**config.mk**
```make
export PLATFORM = sky130hd
export DESIGN_NAME = mfp_expand
export DESIGN_NICKNAME = d
export VERILOG_FILES = /design/src/rtl/mfp_pkg.sv /design/src/rtl/mfp_decode.sv /design/src/rtl/mfp_subnorm.sv /design/src/rtl/mfp_select.sv /design/src/rtl/mfp_expand.sv
export SDC_FILE = /design/constraint.sdc
export NUM_CORES = 1
export LEC_CHECK = 0
export ABC_CLOCK_PERIOD_IN_PS = 1060
export BUFFER_PORTS_ARGS = -buffer_cell sky130_fd_sc_hd__buf_2
export CORE_MARGIN = 2
export CORE_UTILIZATION = 40
export DETAILED_ROUTE_END_ITERATION = 6
export PLACE_DENSITY = 0.77
export SYNTH_ARGS = -nofsm -noshare
export SYNTH_HDL_FRONTEND = slang
export SYNTH_SLANG_ARGS = --single-unit
```
**constraint.sdc**
```tcl
create_clock -name clk -period 1.06 [get_ports clk]
set_clock_uncertainty 0.2 [all_clocks]
set_input_delay 0.053 -clock clk [delete_from_list [all_inputs] [get_ports clk]]
set_output_delay 0.053 -clock clk [all_outputs]
set_load 0.02 [all_outputs]
```
**src/rtl/mfp_pkg.sv**
```systemverilog
package mfp_pkg;

   localparam int          F32_BIAS     = 127;
   localparam int          F32_FRAC_W   = 23;
   localparam logic [31:0] F32_QNAN     = 32'h7FC0_0000;
   localparam logic [30:0] F32_INF_MAG  = 31'h7F80_0000;

   // class flags of one minifloat code, several may be set at once;
   // the select stage resolves them by priority
   typedef struct packed {
      logic is_nan;
      logic is_inf;
      logic is_zero;
      logic is_sub;
   } mfp_flags_t;

endpackage

```
**src/rtl/mfp_decode.sv**
```systemverilog
module mfp_decode
   import mfp_pkg::*;
#(
   parameter int EXP_W         = 4,
   parameter int MAN_W         = 3,
   parameter bit HAS_INF       = 1'b0,
   parameter bit HAS_NAN       = 1'b1,
   parameter bit NAN_SIGN_ONLY = 1'b0,
   localparam int CODE_W       = 1 + EXP_W + MAN_W
) (
   input  logic [CODE_W-1:0] code,
   output logic              sign,
   output logic [EXP_W-1:0]  exp_f,
   output logic [MAN_W-1:0]  man_f,
   output mfp_flags_t        flags
);

   logic exp_zero;
   logic man_zero;

   assign sign     = code[CODE_W-1];
   assign exp_f    = code[CODE_W-2:MAN_W];
   assign man_f    = code[MAN_W-1:0];
   assign exp_zero = (exp_f == '0);
   assign man_zero = (man_f == '0);

   assign flags.is_zero = exp_zero & man_zero;
   assign flags.is_sub  = exp_zero & ~man_zero;

   // NaN detection: one variant per encoding family
   if (!HAS_NAN) begin : g_nan_none
      assign flags.is_nan = 1'b0;
   end else if (NAN_SIGN_ONLY) begin : g_nan_sign
      assign flags.is_nan = (code == {1'b1, {(CODE_W-1){1'b0}}});
   end else if (HAS_INF) begin : g_nan_ieee
      assign flags.is_nan = (exp_f == '1) & ~man_zero;
   end else begin : g_nan_ones
      assign flags.is_nan = (code[CODE_W-2:0] == '1);
   end

   if (HAS_INF) begin : g_inf
      assign flags.is_inf = (exp_f == '1) & man_zero;
   end else begin : g_no_inf
      assign flags.is_inf = 1'b0;
   end

endmodule

```
**src/rtl/mfp_subnorm.sv**
```systemverilog
module mfp_subnorm
   import mfp_pkg::*;
#(
   parameter int MAN_W = 3,
   parameter int BIAS  = 7,
   localparam int POS_W    = (MAN_W > 1) ? $clog2(MAN_W) : 1,
   localparam int SUB_BASE = F32_BIAS + 1 - BIAS - MAN_W
) (
   input  logic [MAN_W-1:0]      man_f,
   output logic [7:0]            exp32,
   output logic [F32_FRAC_W-1:0] frac32
);

   logic [POS_W-1:0] lead;
   logic [POS_W:0]   shamt;
   logic [MAN_W-1:0] frac_n;

   // leading-one detect: the highest set bit wins
   always_comb begin
      lead = '0;
      for (int i = 0; i < MAN_W; i++) begin
         if (man_f[i]) lead = POS_W'(i);
      end
   end

   // move the leading one just past the top so it becomes implicit
   assign shamt  = (POS_W+1)'(MAN_W) - {1'b0, lead};
   assign frac_n = man_f << shamt;
   assign exp32  = 8'(SUB_BASE + int'(lead));
   assign frac32 = {frac_n, {(F32_FRAC_W-MAN_W){1'b0}}};

endmodule

```
**src/rtl/mfp_select.sv**
```systemverilog
module mfp_select
   import mfp_pkg::*;
#(
   parameter bit HAS_NEG_ZERO = 1'b1
) (
   input  logic       sign,
   input  mfp_flags_t flags,
   input  logic [30:0] norm_mag,
   input  logic [30:0] sub_mag,
   output logic [31:0] word
);

   logic [31:0] zero_word;

   if (HAS_NEG_ZERO) begin : g_signed_zero
      assign zero_word = {sign, 31'd0};
   end else begin : g_pos_zero
      assign zero_word = 32'd0;
   end

   // lowest priority first, each later step overrides
   always_comb begin
      word = {sign, norm_mag};
      if (flags.is_sub)  word = {sign, sub_mag};
      if (flags.is_zero) word = zero_word;
      if (flags.is_inf)  word = {sign, F32_INF_MAG};
      if (flags.is_nan)  word = F32_QNAN;
   end

endmodule

```
**src/rtl/mfp_expand.sv**
```systemverilog
module mfp_expand
   import mfp_pkg::*;
#(
   parameter int EXP_W         = 4,
   parameter int MAN_W         = 3,
   parameter int BIAS          = 7,
   parameter bit HAS_INF       = 1'b0,
   parameter bit HAS_NAN       = 1'b1,
   parameter bit NAN_SIGN_ONLY = 1'b0,
   parameter bit HAS_NEG_ZERO  = 1'b1,
   localparam int CODE_W       = 1 + EXP_W + MAN_W
) (
   input  logic              clk,
   input  logic              rst_n,
   input  logic              in_valid,
   input  logic [CODE_W-1:0] in_code,
   output logic              out_valid,
   output logic [31:0]       out_word
);

   localparam int EXP_MAX  = (1 << EXP_W) - 1;
   localparam int REBIAS   = F32_BIAS - BIAS;

   // elaboration-time parameter checks
   if (CODE_W != 4 && CODE_W != 8) begin : g_bad_width
      $error("mfp_expand: code width must be 4 or 8");
   end
   if (MAN_W < 1 || MAN_W > 7 || EXP_W < 1) begin : g_bad_split
      $error("mfp_expand: unsupported exponent/mantissa split");
   end
   if (NAN_SIGN_ONLY && (!HAS_NAN || HAS_INF || HAS_NEG_ZERO)) begin : g_bad_caps
      $error("mfp_expand: sign-only NaN excludes infinity and negative zero");
   end
   if (REBIAS + 1 - MAN_W < 1 || REBIAS + EXP_MAX > 254) begin : g_bad_bias
      $error("mfp_expand: bias puts results outside binary32 normal range");
   end

   logic             sign;
   logic [EXP_W-1:0] exp_f;
   logic [MAN_W-1:0] man_f;
   mfp_flags_t       flags;
   logic [7:0]       sub_exp;
   logic [F32_FRAC_W-1:0] sub_frac;
   logic [7:0]       norm_exp;
   logic [30:0]      norm_mag;
   logic [31:0]      word_d;

   mfp_decode #(
      .EXP_W         (EXP_W),
      .MAN_W         (MAN_W),
      .HAS_INF       (HAS_INF),
      .HAS_NAN       (HAS_NAN),
      .NAN_SIGN_ONLY (NAN_SIGN_ONLY)
   ) u_decode (
      .code  (in_code),
      .sign  (sign),
      .exp_f (exp_f),
      .man_f (man_f),
      .flags (flags)
   );

   mfp_subnorm #(
      .MAN_W (MAN_W),
      .BIAS  (BIAS)
   ) u_subnorm (
      .man_f  (man_f),
      .exp32  (sub_exp),
      .frac32 (sub_frac)
   );

   // normal path: rebias the exponent, left-align the mantissa
   assign norm_exp = 8'(int'(exp_f) + REBIAS);
   assign norm_mag = {norm_exp, man_f, {(F32_FRAC_W-MAN_W){1'b0}}};

   mfp_select #(
      .HAS_NEG_ZERO (HAS_NEG_ZERO)
   ) u_select (
      .sign     (sign),
      .flags    (flags),
      .norm_mag (norm_mag),
      .sub_mag  ({sub_exp, sub_frac}),
      .word     (word_d)
   );

   always_ff @(posedge clk or negedge rst_n) begin
      if (!rst_n) begin
         out_valid <= 1'b0;
         out_word  <= '0;
      end else begin
         out_valid <= in_valid;
         if (in_valid) out_word <= word_d;
      end
   end

endmodule

```
* After elaboration in Yosys (flattened, before gate mapping)
Cells that the tools add are included.
** Cells by class
- Shift operators :: 1
- Multipliers :: 0
- Magnitude comparators :: 0
- Reduce and logical (&&, ||, !) cells :: 2
- Div/mod/pow operators :: 0
- Eq/ne operators :: 1
- Bitwise operators :: 3
- $add $sub $neg :: 3
- Mux-type cells :: 5
** Operators by type and width (count)
- 31-bit two-way mux :: 2
- 32-bit two-way mux :: 1
- 4-bit by 7-bit adder with 8-bit output, second input constant :: 1
- 7-bit by 2-bit adder with 8-bit output, first input constant :: 1
- 7-bit == test, second input constant :: 1
- 4-bit zero test :: 1
- 3-bit zero test :: 1
- 3-bit by 3-bit << shifter with 3-bit output :: 1
- 2-bit by 2-bit subtractor with 3-bit output, first input constant :: 1
- 1-bit bitwise AND :: 2
- 2-bit two-way mux :: 1
- 1-bit two-way mux :: 1
- 1-bit NOT :: 1
** Storage, ports and cells
- Memories :: 0
- Memory bits (writable) :: 0
- Latch bits :: 0
- Input port bits :: 11
- Logic and storage cells :: 17
- Output and inout port bits :: 33
- Register bits after elaboration :: 33
- Bits in read-only memories :: 0

* Logic depth before layout (Yosys ltp)
Gate-level depths: netlist (run 1).
- Depth after elaboration :: 7
- Gate-level depth with buffers :: 3
- Gate-level depth less buffers :: 3

* Modules after synthesis
Synthesis (run 1) repeated with hierarchy kept, for this count alone.
** Second synthesis, totals
- Cells, all modules :: 194
- Area, all modules :: 2247.2 µm²
** By module, submodules not included
- mfp_expand :: seq. area each 825.8 µm², cells each 71, instances 1, area an instance 1377.6 µm²
- mfp_select :: seq. area each 0.0 µm², cells each 73, instances 1, area an instance 521.8 µm²
- mfp_subnorm :: seq. area each 0.0 µm², cells each 33, instances 1, area an instance 235.2 µm²
- mfp_decode :: seq. area each 0.0 µm², cells each 17, instances 1, area an instance 112.6 µm²

* Least setup slack after synthesis (run 1)
OpenSTA, ideal clock, no wires.
- Path type :: input port to flip-flop
- From :: input in_code[3]
- To :: register out_word[20]
- Data arrival time :: 822 ps
- Path buffers :: 0
- Required time :: 738 ps
- Path slack :: -84 ps
- Stages :: 2
- Library setup time :: 122 ps
- Cells stage by stage :: or4_4 a32o_1
** Between the ends
- Cells in the longest elaborated chain, start to end :: 5
- Elaborated cells on any way between the ends :: 7
- Those cells by class :: eq/ne (1); mux (3); bitwise (2); reduce/logical (1)
** Ends and longest elaborated chain
- from (decl) :: RTL line mfp_expand.sv:16 : input logic [CODE_W-1:0] in_code,
- 4-bit zero test :: RTL line mfp_decode.sv:24 : assign exp_zero = (exp_f == '0);
- 1-bit bitwise AND :: RTL line mfp_decode.sv:28 : assign flags.is_sub = exp_zero & ~man_zero;
- 31-bit two-way mux :: RTL line mfp_select.sv:24 : if (flags.is_sub) word = {sign, sub_mag};
- 31-bit two-way mux :: RTL line mfp_select.sv:25 : if (flags.is_zero) word = zero_word;
- 32-bit two-way mux (*) :: RTL line mfp_select.sv:27 : if (flags.is_nan) word = F32_QNAN;
- to (signal assigned) :: RTL line mfp_expand.sv:91 : if (in_valid) out_word <= word_d;
- to (decl) :: RTL line mfp_expand.sv:18 : output logic [31:0] out_word
Every way passes the cells marked *; elsewhere a longest branch is shown, timed or not.
A chain may end at the register's enable or synchronous reset.

==> metrics.md, run 1 <==
| Metric | Value |
|---|---|
| Status | `complete, but fails checks` |
| Violated checks | `negative hold slack, negative setup slack` |
| Initial DRC Count | `10` |
| # DRC | `0` |
| Vias in the first global route | `approximately 540` |
| Clk root buf | `clkbuf_4` |
| Count of different cell masters after synthesis | `24` |
| CTS Buf Count | `3` |
| Initial Utilization | `0.434` |
| WL/cell | `roughly 13 um` |
| Ys Warns | `0` |
| Setup ws final | `-41.2 ps` |
| Post-DP HPWL | `1.06 mm` |
| Antenna viol nets, final | `0` |
| H-tree depth | `1` |
| Die area | `2020 sq um` |
| First-pass GRT wire length | `~2.3 mm` |
| Via density | `4.89` |
| Crit path depth | `1` |
| Crit path max fanout | `4` |
| Die X | `between 40 and 50 um` |
| Setup violators final | `6` |
| CP required | `810 ps` |
| FF-to-FF Start | `out_word[29]$_DFFE_PN0P_` |
| Synth top area cells | `dfrtp_1, buf_4, a21oi_1, nor4_4, a31oi_1` |
| Post-Syn Instances | `68` |
| Top-area cell type share of the netlist area | `0.411` |
| FF+latch count, synth | `11` |
| Hold Violations, Final | `4` |
| Hold Crit Class | `in -> reg` |
| Worst-Skew Late Latency | `270 ps` |
| Maximum clock rate | `slightly above 900 MHz` |
| Crit path DAT | `850 ps` |
| Tmin final | `around 1100 ps` |
| Critical path's slowest cell | `dfrtp_2` |
| Fraction of layout cells with a size suffix above 1 | `0.374` |
| Core Region | `~1500 sq um` |
| Prevailing post-synth register cell | `dfrtp_1` |
| Top-Level Pins | `44` |
| Max incr delay on CP | `440 ps` |
| Input/output buffers | `23` |
| Worst-path clk slew | `70 ps` |
| Filler cell count | `118` |
| Crit path kind | `reg -> out` |
| Worst Setup SP | `out_word[29]$_DFFE_PN0P_` |
| Crit end category | `primary output` |
| Antenna cells | `0` |
| Nets@finish | `119` |
| Worst Setup EP | `out_word[27]` |
| Mapped Area | `669 sq um` |
| MaxCap Viol Count | `0` |
| Top cell family by delay on the critical path | `flip-flops` |
| Sink Count | `11` |
| Gpl congestion | `0.821` |
| Pre-CTS setup slack | `-249 ps` |
| Seq/Total Area, Yosys | `0.411` |
| Final wirelength | `1.55 mm` |
| Hold WS | `-80.7 ps` |
| CTS Hold Buffers Added | `7` |
| Crit path cell chain | `buf_6` |
| PD cells | `1240 nW/um^2` |
| Clock Path Buffers | `2` |
| Drt first pass iters | `4` |
| Leak pwr | `about 0.47 nW` |
| Mapped Avg Cell Area | `9.84 sq um` |
| Peak VDD IR | `0.693 mV` |
| Synth cell count leaders | `buf_4, dfrtp_1, a21oi_1` |
| RSZ-0062 raised after global routing | `true` |
| Worst R2R Setup Slack | `~60 ps` |
| Most common cell in the netlist | `buf_4` |
| Area leader, netlist | `dfrtp_1` |
| TritonCTS clock tree | `done` |
| Initial antenna violation count | `0` |
| Routed via count | `602` |
| Area growth, synth to finish | `42.2%` |
| Ys async rst share | `1.00` |
| Die height | `44.9 um` |
| Worst setup SP type | `register` |
| GRT Util Overall | `0.160` |
| Largest net degree at the start of global routing | `12` |
| RR Endpoint | `out_word[29]$_DFFE_PN0P_` |
| Max-slew violation total from the final report | `0` |
| Post-synth EDFFs | `0` |
| WP buf/inv | `1` |
| Tcrit/Tclk final | `1.04` |
| GRT Residual Overflow | `0` |
| Cell Rows | `14` |
| Path depth of the worst reg2reg path | `3` |
[cell families (layout without fill, tap and decap cells)]
group	after synthesis	count (layout)	synth area share
compound gates	18	18	0.176
buf+inv	25	45	0.264
flops	11	11	0.411
mux	2	2	0.0318
other cells	1	20	0.00560
simple gates	11	11	0.112
[layer usage]
layer / share of wire / vias up / GRT usage
li1: - / 279 / -
met1: 0.38 / 273 / 0.168
met2: 0.50 / 42 / 0.290
met3: 0.078 / 8 / 0.0400
met4: 0.044 / 0 / 0.0882
met5: 0 / - / 0
[area by class of cell]
| class | count | area (sq um) | area share |
|---|---|---|---|
| clock buffer | 4 | 26.3 | 0.0276 |
| multi-input combinational | 51 | 292 | 0.306 |
| timing repair buffer | 39 | 330 | 0.347 |
| sequential | 11 | 277 | 0.290 |
| inverter | 2 | 7.51 | 0.00788 |
| tap | 16 | 20.0 | 0.0210 |
[what timing repair did]
item,in CTS,in global routing
setup buffers,3,1
endpoints found under the setup margin,10,13
resized for setup,13,14
endpoints found under the hold margin,21,2
[how the worst min path moves through the flow]
stage,start,to,slack [ps],cells past startpoint
final,in_valid,out_word[29]$_DFFE_PN0P_,-80,3
after global routing,in_code[6],out_word[30]$_DFFE_PN0P_,-50,2
after CTS,in_valid,out_word[29]$_DFFE_PN0P_,-70,3
after detailed placement,rst_n,out_word[21]$_DFFE_PN0P_,-260,1
after global placement,rst_n,out_word[30]$_DFFE_PN0P_,-270,1
after floorplan,rst_n,out_valid$_DFF_PN0_,-440,0
[worst register-to-register path, stage by stage, from the launching register on]
cell	delay [ps]
dfrtp_2	440
buf_4	150
nor2_2	60
a21oi_1	40
[metrics by stage]
stage	total power [mW]	std cells	util	setup TNS (ps)	area (sq um)
final	1.18	123	0.618	-152	952
after global routing	1.23	123	0.618	-336	952
after CTS	1.14	122	0.586	-123	903
after detailed placement	0.786	108	0.483	-1430	744
after global placement	0.780	108	0.483	-1220	744
after floorplan	0.734	87	-	-117	741
[cells in the final DEF, fill, tap and decap left out, types with 2 or more instances in the layout]
cell type,synthesis,final
a21oi_1,6,6
a31oi_1,3,3
buf_2,0,11
buf_4,22,9
buf_6,0,12
clkbuf_4,0,3
conb_1,1,20
dfrtp_1,11,10
dlygate4sd3_1,0,6
inv_1,2,2
nor2_1,5,4
o22ai_1,2,2
[sequential cells by signal, summed over array words and instances (netlist names)]
| register | flops |
|---|---|
| out_valid | 1 |
| out_word | 10 |
[report_power, final]
group          total [mW]  internal, mW  switching, mW
Clock               0.292         0.146          0.147
Combinational       0.397         0.177          0.221
Sequential          0.490         0.458         0.0322
Total                1.18         0.780          0.400
(Power assumes the default switching activity.)
==> run 2, diff against run 1 <==
--- a/config.mk
+++ b/config.mk
@@ -5,12 +5,13 @@
 export SDC_FILE = /design/constraint.sdc
 export NUM_CORES = 1
 export LEC_CHECK = 0
+export ABC_AREA = 1
 export ABC_CLOCK_PERIOD_IN_PS = 1060
 export BUFFER_PORTS_ARGS = -buffer_cell sky130_fd_sc_hd__buf_2
 export CORE_MARGIN = 2
-export CORE_UTILIZATION = 40
+export CORE_UTILIZATION = 42
 export DETAILED_ROUTE_END_ITERATION = 6
-export PLACE_DENSITY = 0.77
+export PLACE_DENSITY = 0.78
 export SYNTH_ARGS = -nofsm -noshare
 export SYNTH_HDL_FRONTEND = slang
 export SYNTH_SLANG_ARGS = --single-unit
==> run 2 against run 1 <==
  * Die area grew 4.4%
  * Largest power group unchanged
  * Critical path depth is the same
  * Power shrank 2.6%
  * The run still ends with negative hold slack, negative setup slack left
  * Clock power shrank 5%
  * Routed wire length shrank 8.9%
  * Critical endpoint unchanged
  * Highest routed layer unchanged
==> metrics.md, run 2 <==
| Metric | Value |
|---|---|
| Status | `complete, but fails checks` |
| Violated checks | `negative hold slack, negative setup slack` |
| Count of different cell masters after synthesis | `14` |
| Hold Path Stages | `1` |
| Filler cell count | `154` |
| Non-filler instance count after layout | `152` |
| Die X | `45.9 um` |
| PD cells | `around 1200 nW/um^2` |
| Max incr delay on CP | `400 ps` |
| Core Region | `1690 sq um` |
| GRT Residual Overflow | `0` |
| MaxCap Viol Count | `0` |
| Core Util, Final | `0.570` |
| Vias in the first global route | `approximately 500` |
| Prevailing post-synth register cell | `dfrtp_1` |
| Hold Crit Class | `in -> reg` |
| Crit path cell chain | `buf_2` |
| Initial DRC Count | `6` |
| Fraction of layout cells with a size suffix above 1 | `0.289` |
| Clock Path Buffers | `2` |
| FF+latch count, synth | `11` |
| Clk root buf | `clkbuf_4` |
| Crit end category | `primary output` |
| Ys async rst share | `1.00` |
| Peak VDD IR | `0.510 mV` |
| CP required | `810 ps` |
| WP buf/inv | `1` |
| Leak pwr | `roughly 0.55 nW` |
| Tmin final | `1090 ps` |
| Largest net degree at the start of global routing | `12` |
| Worst-Skew Late Latency | `260 ps` |
| Crit path DAT | `830 ps` |
| Sink Count | `11` |
| Tcrit/Tclk final | `1.03` |
| Hold Violations, Final | `19` |
| RSZ-0062 raised after global routing | `true` |
| Post-DP HPWL | `1.01 mm` |
| Synth top area cells | `dfrtp_1, buf_4, nand2_1, nor2_1, inv_1` |
| Antenna cells | `0` |
| Setup ws final | `-26.7 ps` |
| Setup violators final | `3` |
| # DRC | `0` |
| Path depth of the worst reg2reg path | `4` |
| Critical path's slowest cell | `dfrtp_1` |
| Top-area cell type share of the netlist area | `0.374` |
| Pwr Total | `1.15 mW` |
| Most flop-heavy register | `out_word` |
| Placed cell count | `136` |
| Final wirelength | `1.41 mm` |
| Drt first pass iters | `4` |
| Initial Utilization | `0.436` |
| Crit path depth | `1` |
| GRT Util Overall | `0.131` |
| First-pass GRT wire length | `slightly above 2 mm` |
| Cell Rows | `15` |
| Worst setup SP type | `register` |
| Post-Syn Instances | `100` |
| Max-slew violation total from the final report | `0` |
| Via density | `around 4.3` |
| Max reg flops | `10` |
| Gpl congestion | `0.857` |
| Input/output buffers | `23` |
| TritonCTS clock tree | `done` |
| Worst-path clk slew | `70 ps` |
| WL/cell | `9.28 um` |
| Ys Warns | `0` |
| Hold WS | `-186 ps` |
| Highest-count cells in the layout ignoring fill and taps | `nand2_1, conb_1, buf_2, dfrtp_1` |
| Largest regs | `out_word x10, out_valid x1` |
| Setup TNS | `-78.9 ps` |
| Crit path max fanout | `4` |
| Mapped Area | `737 sq um` |
| Routed via count | `661` |
| Die height | `45.9 um` |
| Nets@finish | `147` |
| Die area | `2110 sq um` |
| CTS Buf Count | `3` |
| Crit path kind | `reg -> out` |
| Top cell family by delay on the critical path | `flip-flops` |
| Post-synth EDFFs | `0` |
| Seq/Total Area, Yosys | `0.374` |
| Top-Level Pins | `44` |
| Maximum clock rate | `920 MHz` |
| Antenna viol nets, final | `0` |
| Synth cell count leaders | `nand2_1, buf_4, dfrtp_1` |
| H-tree depth | `1` |
| Mapped Avg Cell Area | `between 7 and 8 sq um` |
| Most common cell in the netlist | `nand2_1` |
| Initial antenna violation count | `0` |
| Area growth, synth to finish | `30.6%` |
| Most common cell after layout, fill and taps aside | `nand2_1` |
| Area leader, netlist | `dfrtp_1` |
==> run 2: cells by family (layout without fill, tap and decap cells) <==
family | Yosys count | after routing | share of synthesized area
and+or+nand+nor | 52 | 52 | 0.307
buffers and inverters | 32 | 48 | 0.280
DFF | 11 | 11 | 0.374
AOI/OAI and AO/OA | 4 | 4 | 0.0340
other | 1 | 20 | 0.00509
==> run 2: layout make-up <==
class / instances / area, sq um / area share
inverters: 9 / 33.8 / 0.0351
clock buffers: 4 / 26.3 / 0.0273
multi-input cells: 76 / 329 / 0.342
well taps: 17 / 21.3 / 0.0221
flip-flops and latches: 11 / 275 / 0.286
repair buffers: 35 / 277 / 0.287
==> run 2: path summary, 6_finish.rpt <==
check / start / end / slack [ps]
setup / recovery: out_word[29]$_DFFE_PN0P_ / out_word[27] / -30
hold / removal: in_valid / out_valid$_DFF_PN0_ / -190
setup reg to reg: out_word[23]$_DFFE_PN0P_ / out_word[23]$_DFFE_PN0P_ / 20
hold reg to reg: out_word[22]$_DFFE_PN0P_ / out_word[22]$_DFFE_PN0P_ / 310
max in group asynchronous: rst_n / out_word[21]$_DFFE_PN0P_ / 480
min in group asynchronous: rst_n / out_word[26]$_DFFE_PN0P_ / -20
==> run 2: report_power, final <==
group | internal [mW] | switching, mW | leakage (nW) | total, mW
clock network | 0.146 | 0.133 | 0.0150 | 0.278
logic | 0.154 | 0.232 | 0.408 | 0.386
registers | 0.458 | 0.0269 | 0.132 | 0.485
==> run 2: timing repair <==
action,4_1_cts,5_1_grt
cloned,0,0
hold buffers,5,3
setup endpoints to repair,9,15
gates resized for setup,9,10
buffers inserted,3,3
hold endpoints to repair,22,16
pin swaps,0,1
==> run 2: metrics by stage <==
| stage | setup slack, ps | area (sq um) |
|---|---|---|
| floorplan | 138 | 808 |
| global placement | 68.3 | 772 |
| detailed placement | 37.3 | 772 |
| CTS | -32.5 | 897 |
| global route | -64.1 | 962 |
| finish | -26.7 | 962 |
==> run 2: metal layers <==
layer,vias up,track usage,share of wire
li1,335,-,-
met5,-,0,0
met3,2,0.0238,0.078
met1,289,0.167,0.43
met4,0,0.0514,0.014
met2,35,0.217,0.47
==> run 3, diff against run 2 <==
--- a/config.mk
+++ b/config.mk
@@ -8,10 +8,11 @@
 export ABC_AREA = 1
 export ABC_CLOCK_PERIOD_IN_PS = 1060
 export BUFFER_PORTS_ARGS = -buffer_cell sky130_fd_sc_hd__buf_2
+export CAP_MARGIN = 20
 export CORE_MARGIN = 2
 export CORE_UTILIZATION = 42
 export DETAILED_ROUTE_END_ITERATION = 6
-export PLACE_DENSITY = 0.78
+export PLACE_DENSITY = 0.77
 export SYNTH_ARGS = -nofsm -noshare
 export SYNTH_HDL_FRONTEND = slang
 export SYNTH_SLANG_ARGS = --single-unit
==> run 3 against run 2 <==
  * The flow still finishes with violations (negative hold slack, negative setup slack)
  * Sequential share of layout area shrank 0.074 points
  * Design area grew 0.26%
  * Critical path depth is the same
  * Routed wire length grew 4.7%
  * Count of clock-buffer cells in the layout is the same
  * Via count shrank 0.15%
  * Worst hold slack lost 11 ps
  * Register-to-register slack gained 70 ps
  * First-iteration DRC count shrank 17%
  * Largest cell class unchanged
  * Largest power group unchanged
==> metrics.md, run 3 (synthesis results as in run 2) <==
| Metric | Value |
|---|---|
| Combinational Power Share | `0.338` |
| MaxCap Viol Count | `0` |
| Clock power frac | `0.246` |
| Antenna viol nets, final | `0` |
| Hold WS | `-196 ps` |
| Final wirelength | `around 1.5 mm` |
| P_int | `about 0.76 mW` |
| Setup ws final | `-36.3 ps` |
| Top-Level Pins | `44` |
| Core Region | `1690 sq um` |
| Hold Violations, Final | `20` |
| Gpl congestion | `approximately 0.84` |
| Top Layer Used | `met4` |
| Leak pwr | `0.560 nW` |
| Maximum clock rate | `roughly 910 MHz` |
| Sink Count | `11` |
| DR WL met3 | `88 um` |
| Via density | `4.31` |
| Crit path kind | `reg -> out` |
| WL met1 | `about 600 um` |
| Worst-Skew Late Latency | `270 ps` |
| Drt first pass iters | `4` |
| Area growth, synth to finish | `30.9%` |
| TritonCTS clock tree | `done` |
| Routed via count | `660` |
| Input/output buffers | `23` |
| Highest-count cells in the layout ignoring fill and taps | `nand2_1, conb_1, buf_2, dfrtp_1` |
| PD cells | `between 1000 and 1500 nW/um^2` |
| Max-slew violation total from the final report | `0` |
| Critical path's slowest cell | `dfrtp_1` |
| Status | `complete, but fails checks` |
| Hold Crit Class | `in -> reg` |
| Tmin final | `1100 ps` |
| Tcrit/Tclk final | `1.03` |
| Post-DP HPWL | `roughly 1.1 mm` |
| Setup violators final | `3` |
| Routed wl met2 | `693 um` |
| Crit end category | `primary output` |
| Fraction of layout cells with a size suffix above 1 | `0.294` |
| First-pass GRT wire length | `approximately 2.2 mm` |
| Top cell family by delay on the critical path | `flip-flops` |
| RSZ-0062 raised after global routing | `true` |
| # DRC | `0` |
| Crit path max fanout | `4` |
| GRT Util Overall | `0.154` |
| GRT Residual Overflow | `0` |
| Initial DRC Count | `5` |
| Cell Rows | `15` |
| WL/cell | `around 9.6 um` |
| Max incr delay on CP | `400 ps` |
| Vias in the first global route | `approximately 550` |
| Largest net degree at the start of global routing | `12` |
| Most flop-heavy register | `out_word` |
| Largest regs | `out_word x10, out_valid x1` |
| Max reg flops | `10` |
| Setup TNS | `-108 ps` |
| Worst-path clk slew | `70 ps` |
| Sequential share of power | `0.415` |
| Die area | `approximately 2100 sq um` |
| CTS Buf Count | `3` |
| Crit path cell chain | `buf_2` |
| Clock Path Buffers | `2` |
| Die height | `45.9 um` |
| Die X | `45.9 um` |
| CP required | `810 ps` |
| Clk root buf | `clkbuf_4` |
| H-tree depth | `1` |
| Initial Utilization | `0.436` |
| WP buf/inv | `1` |
| Violated checks | `negative hold slack, negative setup slack` |
| Pre-CTS setup slack | `about 40 ps` |
| Worst setup SP type | `register` |
| Peak VDD IR | `between 0.3 and 0.4 mV` |
| Switching power | `0.403 mW` |
| Most common cell after layout, fill and taps aside | `nand2_1` |
| Nets@finish | `148` |
| Antenna cells | `0` |
| Crit path DAT | `between 800 and 900 ps` |
| Switching share of power | `0.345` |
| Initial antenna violation count | `0` |
[run 3: cell count changes in the layout (fill, tap and decap cells not counted)]
cell | previous run | this run
nand2_2 | 3 | 2
dlygate4sd3_1 | 6 | 5
buf_4 | 6 | 8
nand2_1 | 32 | 33
[run 3: final timing paths]
kind / from / to / slack, ps / cells past startpoint
worst max-delay path: out_word[29]$_DFFE_PN0P_ / out_word[28] / -40 / 1
worst min-delay path: in_valid / out_valid$_DFF_PN0_ / -200 / 1
worst max register to register: out_word[20]$_DFFE_PN0P_ / out_word[20]$_DFFE_PN0P_ / 90 / 3
worst min register to register: out_word[25]$_DFFE_PN0P_ / out_word[25]$_DFFE_PN0P_ / 300 / 2
max in group asynchronous: rst_n / out_word[24]$_DFFE_PN0P_ / 490 / 2
min in group asynchronous: rst_n / out_valid$_DFF_PN0_ / -30 / 2
[run 3: through the flow]
step	area, sq um	cells	utilization	hold slack [ps]	power (mW)
detailed placement	772	136	0.457	-270	0.784
CTS	933	152	0.553	-201	1.14
floorplan	808	119	-	-443	0.754
finish	965	153	0.571	-196	1.17
global placement	772	136	0.457	-275	0.777
global route	965	153	0.571	-194	1.23
[run 3: routing by layer]
layer | vias to the layer above | track usage
li1 | 333 | -
met1 | 286 | 0.157
met2 | 32 | 0.256
met3 | 9 | 0.0238
met4 | 0 | 0.154
met5 | - | 0
[run 3: cell type report]
type / instances / area [sq um]
Fill cell: 155 / 724
Inverter: 9 / 33.8
Sequential cell: 11 / 275
Timing Repair Buffer: 36 / 282
Multi-Input combinational cell: 76 / 327
Clock buffer: 4 / 26.3
Tap cell: 17 / 21.3
[run 3: timing repair]
item,4_1_cts,5_1_grt
hold endpoints to repair,22,16
buffers inserted,7,1
gates resized for setup,11,7
hold buffers,5,2
endpoints found under the setup margin,10,15
pin swaps,0,0
[run 3: power by group through the flow]
| stage | clock, mW | sequential [mW] | combinational, mW |
|---|---|---|---|
| 3_3_place_gp | 0 | 0.483 | 0.294 |
| 2_1_floorplan | 0 | 0.534 | 0.219 |
| 6_report | 0.288 | 0.485 | 0.395 |
| 3_5_place_dp | 0 | 0.485 | 0.298 |
| 5_1_grt | 0.308 | 0.488 | 0.431 |
| 4_1_cts | 0.292 | 0.480 | 0.373 |
